**config.mk**
```make
export PLATFORM = sky130hd
export DESIGN_NAME = bidir_shift_store
export DESIGN_NICKNAME = d
export VERILOG_FILES = /design/src/rtl/bidir_shift_store_pkg.sv /design/src/rtl/bidir_shift_store_ctrl.sv /design/src/rtl/bidir_shift_store_dp.sv /design/src/rtl/bidir_shift_store.sv
export SDC_FILE = /design/constraint.sdc
export NUM_CORES = 1
export LEC_CHECK = 0
export ABC_AREA = 0
export CAP_MARGIN = 20
export CORE_AREA = 2 2 39 41
export CTS_CLUSTER_DIAMETER = 50
export DETAILED_ROUTE_END_ITERATION = 10
export DIE_AREA = 0 0 41 43
export DONT_BUFFER_PORTS = 1
export HOLD_SLACK_MARGIN = 0.02
export PLACE_DENSITY = 0.53
export SKIP_LAST_GASP = 1
export SYNTH_ARGS = -nofsm -noshare
export SYNTH_HDL_FRONTEND = slang
export SYNTH_SLANG_ARGS = --single-unit
```
**constraint.sdc**
```tcl
create_clock -name clk -period 1.2 [get_ports clk]
set_clock_uncertainty 0.2 [all_clocks]
set_input_delay 0.12 -clock clk [delete_from_list [all_inputs] [get_ports clk]]
set_output_delay 0.12 -clock clk [all_outputs]
set_load 0.02 [all_outputs]
```
**src/rtl/bidir_shift_store_pkg.sv**
```systemverilog
package bidir_shift_store_pkg;

  typedef enum logic [1:0] {
    MODE_HOLD = 2'b00,
    MODE_UP   = 2'b01,
    MODE_DOWN = 2'b10,
    MODE_LOAD = 2'b11
  } modeSel_t;

  typedef struct packed {
    logic clear;
    logic shiftUp;
    logic shiftDown;
    logic load;
    logic drive;
  } ctrlStrobes_t;

endpackage

```
**src/rtl/bidir_shift_store_ctrl.sv**
```systemverilog
module bidir_shift_store_ctrl
  import bidir_shift_store_pkg::*;
#(
  parameter int NUM_OE = 2
) (
  input  logic              clrN,
  input  logic [1:0]        selMode,
  input  logic [NUM_OE-1:0] oeCtlN,
  output ctrlStrobes_t      strobes
);

  modeSel_t mode;
  logic     allEnabled;

  assign mode       = modeSel_t'(selMode);
  assign allEnabled = ~(|oeCtlN);

  always_comb begin
    strobes = '0;
    // clear overrides every mode
    strobes.clear = ~clrN;
    if (clrN) begin
      unique case (mode)
        MODE_UP:   strobes.shiftUp   = 1'b1;
        MODE_DOWN: strobes.shiftDown = 1'b1;
        MODE_LOAD: strobes.load      = 1'b1;
        default:   ;
      endcase
    end
    // drivers are released while capturing from the pins
    strobes.drive = allEnabled && (mode != MODE_LOAD);
  end

endmodule

```
**src/rtl/bidir_shift_store_dp.sv**
```systemverilog
module bidir_shift_store_dp
  import bidir_shift_store_pkg::*;
#(
  parameter int WIDTH = 8
) (
  input  logic             clk,
  input  ctrlStrobes_t     strobes,
  input  logic             serToLow,
  input  logic             serToHigh,
  input  logic [WIDTH-1:0] ioIn,
  output logic [WIDTH-1:0] regVal,
  output logic [WIDTH-1:0] ioOut,
  output logic             ioOe,
  output logic             tapLow,
  output logic             tapHigh
);

  localparam int TOP = WIDTH - 1;

  logic [WIDTH-1:0] nextVal;

  for (genvar i = 0; i < WIDTH; i++) begin : g_bit
    logic fromBelow;
    logic fromAbove;

    if (i == 0) begin : g_lowEnd
      assign fromBelow = serToLow;
    end else begin : g_lowMid
      assign fromBelow = regVal[i-1];
    end

    if (i == TOP) begin : g_highEnd
      assign fromAbove = serToHigh;
    end else begin : g_highMid
      assign fromAbove = regVal[i+1];
    end

    always_comb begin
      if (strobes.clear)          nextVal[i] = 1'b0;
      else if (strobes.load)      nextVal[i] = ioIn[i];
      else if (strobes.shiftUp)   nextVal[i] = fromBelow;
      else if (strobes.shiftDown) nextVal[i] = fromAbove;
      else                        nextVal[i] = regVal[i];
    end
  end

  always_ff @(posedge clk) begin
    regVal <= nextVal;
  end

  assign ioOe    = strobes.drive;
  assign ioOut   = strobes.drive ? regVal : '0;
  assign tapLow  = regVal[0];
  assign tapHigh = regVal[TOP];

endmodule

```
**src/rtl/bidir_shift_store.sv**
```systemverilog
module bidir_shift_store
  import bidir_shift_store_pkg::*;
#(
  parameter int WIDTH  = 8,
  parameter int NUM_OE = 2
) (
  input  logic              clk,
  input  logic              clrN,
  input  logic [1:0]        selMode,
  input  logic [NUM_OE-1:0] oeCtlN,
  input  logic              serToLow,
  input  logic              serToHigh,
  input  logic [WIDTH-1:0]  ioIn,
  output logic [WIDTH-1:0]  ioOut,
  output logic              ioOe,
  output logic              tapLow,
  output logic              tapHigh
);

  ctrlStrobes_t     strobes;
  logic [WIDTH-1:0] regVal;

  bidir_shift_store_ctrl #(.NUM_OE(NUM_OE)) u_ctrl (
    .clrN    (clrN),
    .selMode (selMode),
    .oeCtlN  (oeCtlN),
    .strobes (strobes)
  );

  bidir_shift_store_dp #(.WIDTH(WIDTH)) u_dp (
    .clk       (clk),
    .strobes   (strobes),
    .serToLow  (serToLow),
    .serToHigh (serToHigh),
    .ioIn      (ioIn),
    .regVal    (regVal),
    .ioOut     (ioOut),
    .ioOe      (ioOe),
    .tapLow    (tapLow),
    .tapHigh   (tapHigh)
  );

endmodule

```
Word-level counts from Yosys, hierarchy flattened
Index checks and enable logic that the tools add are counted.

Logic and storage cells: 38. Bits of input ports: 16. Bits in registers: 8.

Multiplexer cells: 29. Bitwise logic cells: 1. Reductions and logical operators: 3. Equal/unequal tests: 4.

Operator list (count): two-way mux 1 bit (27); two-way mux 8 bit (1); equality test 2 bit (second input constant) (2); two-way mux 3 bit (1); nonzero test 3 bit (1); equality test 2 x 1 -> 1 bit (second input constant) (1); != test 2 bit (second input constant) (1); OR reduction 2 bit (1); logical AND 1 bit (1); inverter 1 bit (1).

Depth between registers and ports, before layout
Word-level depth: 6. Gate-level depth with buffers: 4.

Modules after synthesis
A second synthesis with hierarchy kept.

Cell total of the unflattened synthesis: 55. Area total of the unflattened synthesis: 579.3 µm².

By module, submodules not included: bidir_shift_store_dp (sequential area each 160.2 µm², cells each 50, area each 538.0 µm², times used 1); bidir_shift_store_ctrl (sequential area each 0.0 µm², cells each 5, area each 41.3 µm², times used 1).

Worst setup path after synthesis
OpenSTA, ideal clock, no wires.

Path kind: input port to output port. Start: input selMode[0]. End: output ioOut[0]. Cell stages on the path: 3. Slack: -0.093 ns. Arrival time: 0.973 ns. Buffers on the path: 1. Cells stage by stage: buf_6 a211oi_4 and2_1.

Longest elaborated chain between the ends: 3.

Ends and longest elaborated chain: start: declaration (RTL line bidir_shift_store.sv:9) `input logic [1:0] selMode,`; != test 2 bit (RTL line bidir_shift_store_ctrl.sv:31) `strobes.drive = allEnabled && (mode != MODE_LOAD);`; logical AND 1 bit (RTL line bidir_shift_store_ctrl.sv:31); named net ioOe (RTL line bidir_shift_store.sv:15) `output logic ioOe,`; two-way mux 8 bit (RTL line bidir_shift_store_dp.sv:52) `assign ioOut = strobes.drive ? regVal : '0;`; end: declaration (RTL line bidir_shift_store.sv:14) `output logic [WIDTH-1:0] ioOut,`.

The timed path passes the listed nets, and every way through them passes these cells.

Final worst setup path
Start: register u_dp.regVal[2]. End: output ioOut[2].

Longest elaborated chain between the ends: 1.

Ends and longest elaborated chain: start: declaration (RTL line bidir_shift_store_dp.sv:11) `output logic [WIDTH-1:0] regVal,`; start signal: assignment (RTL line bidir_shift_store_dp.sv:48) `regVal <= nextVal;`; two-way mux 8 bit (RTL line bidir_shift_store_dp.sv:52).

No other way between the ends.

==> out/results.tsv <==
stage	metric	value	unit
status	status	complete, but fails checks	
status	violations	hold timing	
cells_and_area	top_register	u_dp.regVal	
floorplanning	chipHeight	43	µm
routing	drtIter0Drc	1	
placed_design	gp_congestion	0.660	
clocking	cts_hold_buf	8	
floorplanning	dieArea	1760	µm²
setup_path	ff2ff_setup_slack	290	ps
setup_path	path_buf_inv	0	
sta	fin_crit	1160	ps
setup_path	critPathCapture	ioOut[2]	
placed_design	dpl.cell_count	62	
global_routing	met2_usage	0.216	
synthesis	ys_seq_area_frac	0.333	
floorplanning	start_util	0.347	
sta	period_share	0.967	
setup_path	critical_path_cell_count	1	
setup_path	worstPathRequired	880	ps
sta	layout_setup_ws	39.4	ps
synthesis	ys_types	10	
cells_and_area	n_antenna_cell	0	
cells_and_area	largest_register_ffs	8	
setup_path	crit_chain	and2_2	
synthesis	yosysTopAreaCell	dfxtp_1	
cells_and_area	fin_nets	75	
cells_and_area	utilization	0.444	
global_routing	grt_use_total	0.154	
global_routing	use_met3	0.0576	
routing	drtPass1Iterations	3	
synthesis	syn-num-nets	62	
setup_path	rr_startpoint	u_dp.regVal[5]$_SDFFE_PN0P_	
placed_design	dp_hpwl	779	µm
global_routing	grt_overflow_total	0	
clocking	cts_tree	built	
floorplanning	io-pin-count	27	
setup_path	critical_path.top_delay_family	flip-flops	
cells_and_area	top_regs	u_dp.regVal: 8 flops	
clocking	cts_num_sinks	8	
clocking	clk_latency	260	ps
synthesis	synth_area_leaders	dfxtp_1 (33%), mux2i_1 (33%), and2_1 (10%)	
synthesis	synthCells	46	
cells_and_area	drive_gt1_frac	0.281	
sta	fmax	862	MHz
synthesis	synth_top_area_share	0.333	
setup_path	end_kind	primary output	
cells_and_area	area_growth	27.9	%
clocking	htreeDepth	1	
setup_path	cp-start-kind	register	
sta	setup_violations	0	
placed_design	place_ws	111	ps
global_routing	gr-usage-met1	0.168	
global_routing	grt_antenna_before_repair	0	
setup_path	cpPeakStageDelay	360	ps
setup_path	rr_endpoint	u_dp.regVal[4]$_SDFFE_PN0P_	
setup_path	arrival	840	ps
setup_path	critPathMaxFanout	4	
setup_path	critPathLaunch	u_dp.regVal[2]$_SDFFE_PN0P_	
setup_path	r2r_cells	2	
power_and_ir_drop	power-per-cell-area	1010	nW/µm²
routing	viasPerCell	5.59	
hold_path	hold_start	selMode[0]	
global_routing	grt_max_degree	18	
clocking	clkTransAtPathRegs	60	ps
clocking	cts_buffers	3	
global_routing	grt_pass1_vias	383	
sta	rsz0062_at_grt	true	
setup_path	cp_slowest_cell	dfxtp_1	
global_routing	grt_pass1_wl	1.73	mm
routing	routedWlPerCell	14.2	µm
floorplanning	rows	14	
sta	hold_viol	8	
hold_path	hold_path.class	input port to register	
sta	finalMaxSlewViolations	0	
synthesis	synth_seq_cells	8	
flow_run	maxCapViolCount	0	
routing	drc	0	
floorplanning	die_w	41	µm
routing	dr_total_vias	408	
power_and_ir_drop	peakVddDrop	0.445	mV
routing	ant_nets	0	
sta	whs	-138	ps
synthesis	avgSynthCellArea	10.4	µm²
cells_and_area	fillCellCount	136	
cells_and_area	stdcell_count	73	
setup_path	critPathKind	register to primary output	
sta	worst_slew_pin_slew	409	ps
sta	relSlewSlack	0.726	
placed_design	io_buffers	0	
floorplanning	core_area	1380	µm²
synthesis	synthesis.area	480	µm²
clocking	cts.path.max_buffers	2	
global_routing	busiest_layer	met2	
power_and_ir_drop	leakagePower	0.266	nW
routing	routed_wl	1.03	mm
clocking	clockRootBuffer	clkbuf_4	
synthesis	ys.warnings.count	0	
## synthesized netlist by cell type
| cell type | number |
|---|---|
| clkbuf_1 | 1 |
| mux2i_1 | 16 |
| nand2b_1 | 1 |
| dfxtp_1 | 8 |
| buf_8 | 1 |
| nand2_1 | 1 |
| a211oi_4 | 1 |
| o22ai_1 | 8 |
| and2_1 | 8 |
| buf_6 | 1 |
## cell type report
type	count	area, µm²	share of cell area
repair buffers	11	103	0.167
multi-input cells	35	308	0.501
well taps	16	20.0	0.0326
flip-flops and latches	8	161	0.263
clock buffers	3	22.5	0.0367
## how the worst min path moves through the flow
stage | cells past startpoint | slack (ps) | end
global placement | 2 | 100 | u_dp.regVal[7]$_SDFFE_PN0P_
finish | 2 | -140 | u_dp.regVal[7]$_SDFFE_PN0P_
CTS | 2 | -140 | u_dp.regVal[1]$_SDFFE_PN0P_
detailed placement | 2 | 130 | u_dp.regVal[7]$_SDFFE_PN0P_
floorplan | 1 | 80 | ioOe
global route | 2 | -130 | u_dp.regVal[7]$_SDFFE_PN0P_
## where the power goes
| group | internal (mW) | switching [mW] | leakage, nW |
|---|---|---|---|
| sequential | 0.282 | 0.0150 | 0.0660 |
| clock | 0.115 | 0.0967 | 0.0138 |
| combinational | 0.0663 | 0.0466 | 0.186 |
## stage by stage
step | instance area [µm²] | power, mW | setup TNS, ps | hold slack, ps
after detailed placement | 504 | 0.393 | 0 | 126
after global placement | 504 | 0.390 | 0 | 101
after global routing | 614 | 0.656 | -4.43 | -126
final | 614 | 0.622 | 0 | -138
after floorplan | 500 | 0.395 | -334 | 81.5
after CTS | 607 | 0.628 | 0 | -136
## repair_timing
item / in CTS / in global routing
endpoints found under the setup margin: 0 / 6
buffers inserted: 0 / 0
endpoints found under the hold margin: 8 / 8
resized for setup: 0 / 6
## per-layer routing
metal  wire (µm)  share of wire  vias up
li1            -              -      194
met1         390           0.38      192
met2         504           0.49       17
met3          98          0.095        5
met4          40          0.039        0
met5           0              0        -
## cells in the final DEF (no fill, tap or decap)
| master | synthesis | layout |
|---|---|---|
| a211oi_4 | 1 | 1 |
| and2_2 | 0 | 2 |
| and2_4 | 0 | 6 |
| buf_4 | 0 | 3 |
| clkbuf_4 | 0 | 3 |
| dfxtp_1 | 8 | 7 |
| dfxtp_2 | 0 | 1 |
| dlygate4sd3_1 | 0 | 8 |
| mux2i_1 | 16 | 16 |
| nand2_1 | 1 | 1 |
| nand2b_1 | 1 | 1 |
| o22ai_1 | 8 | 8 |
## kinds of logic after synthesis
group | synth area share
simple gates | 0.125
compound gates | 0.146
buf+inv | 0.0625
mux | 0.333
flops | 0.333
Note: power is estimated with default switching activity, not from simulation.
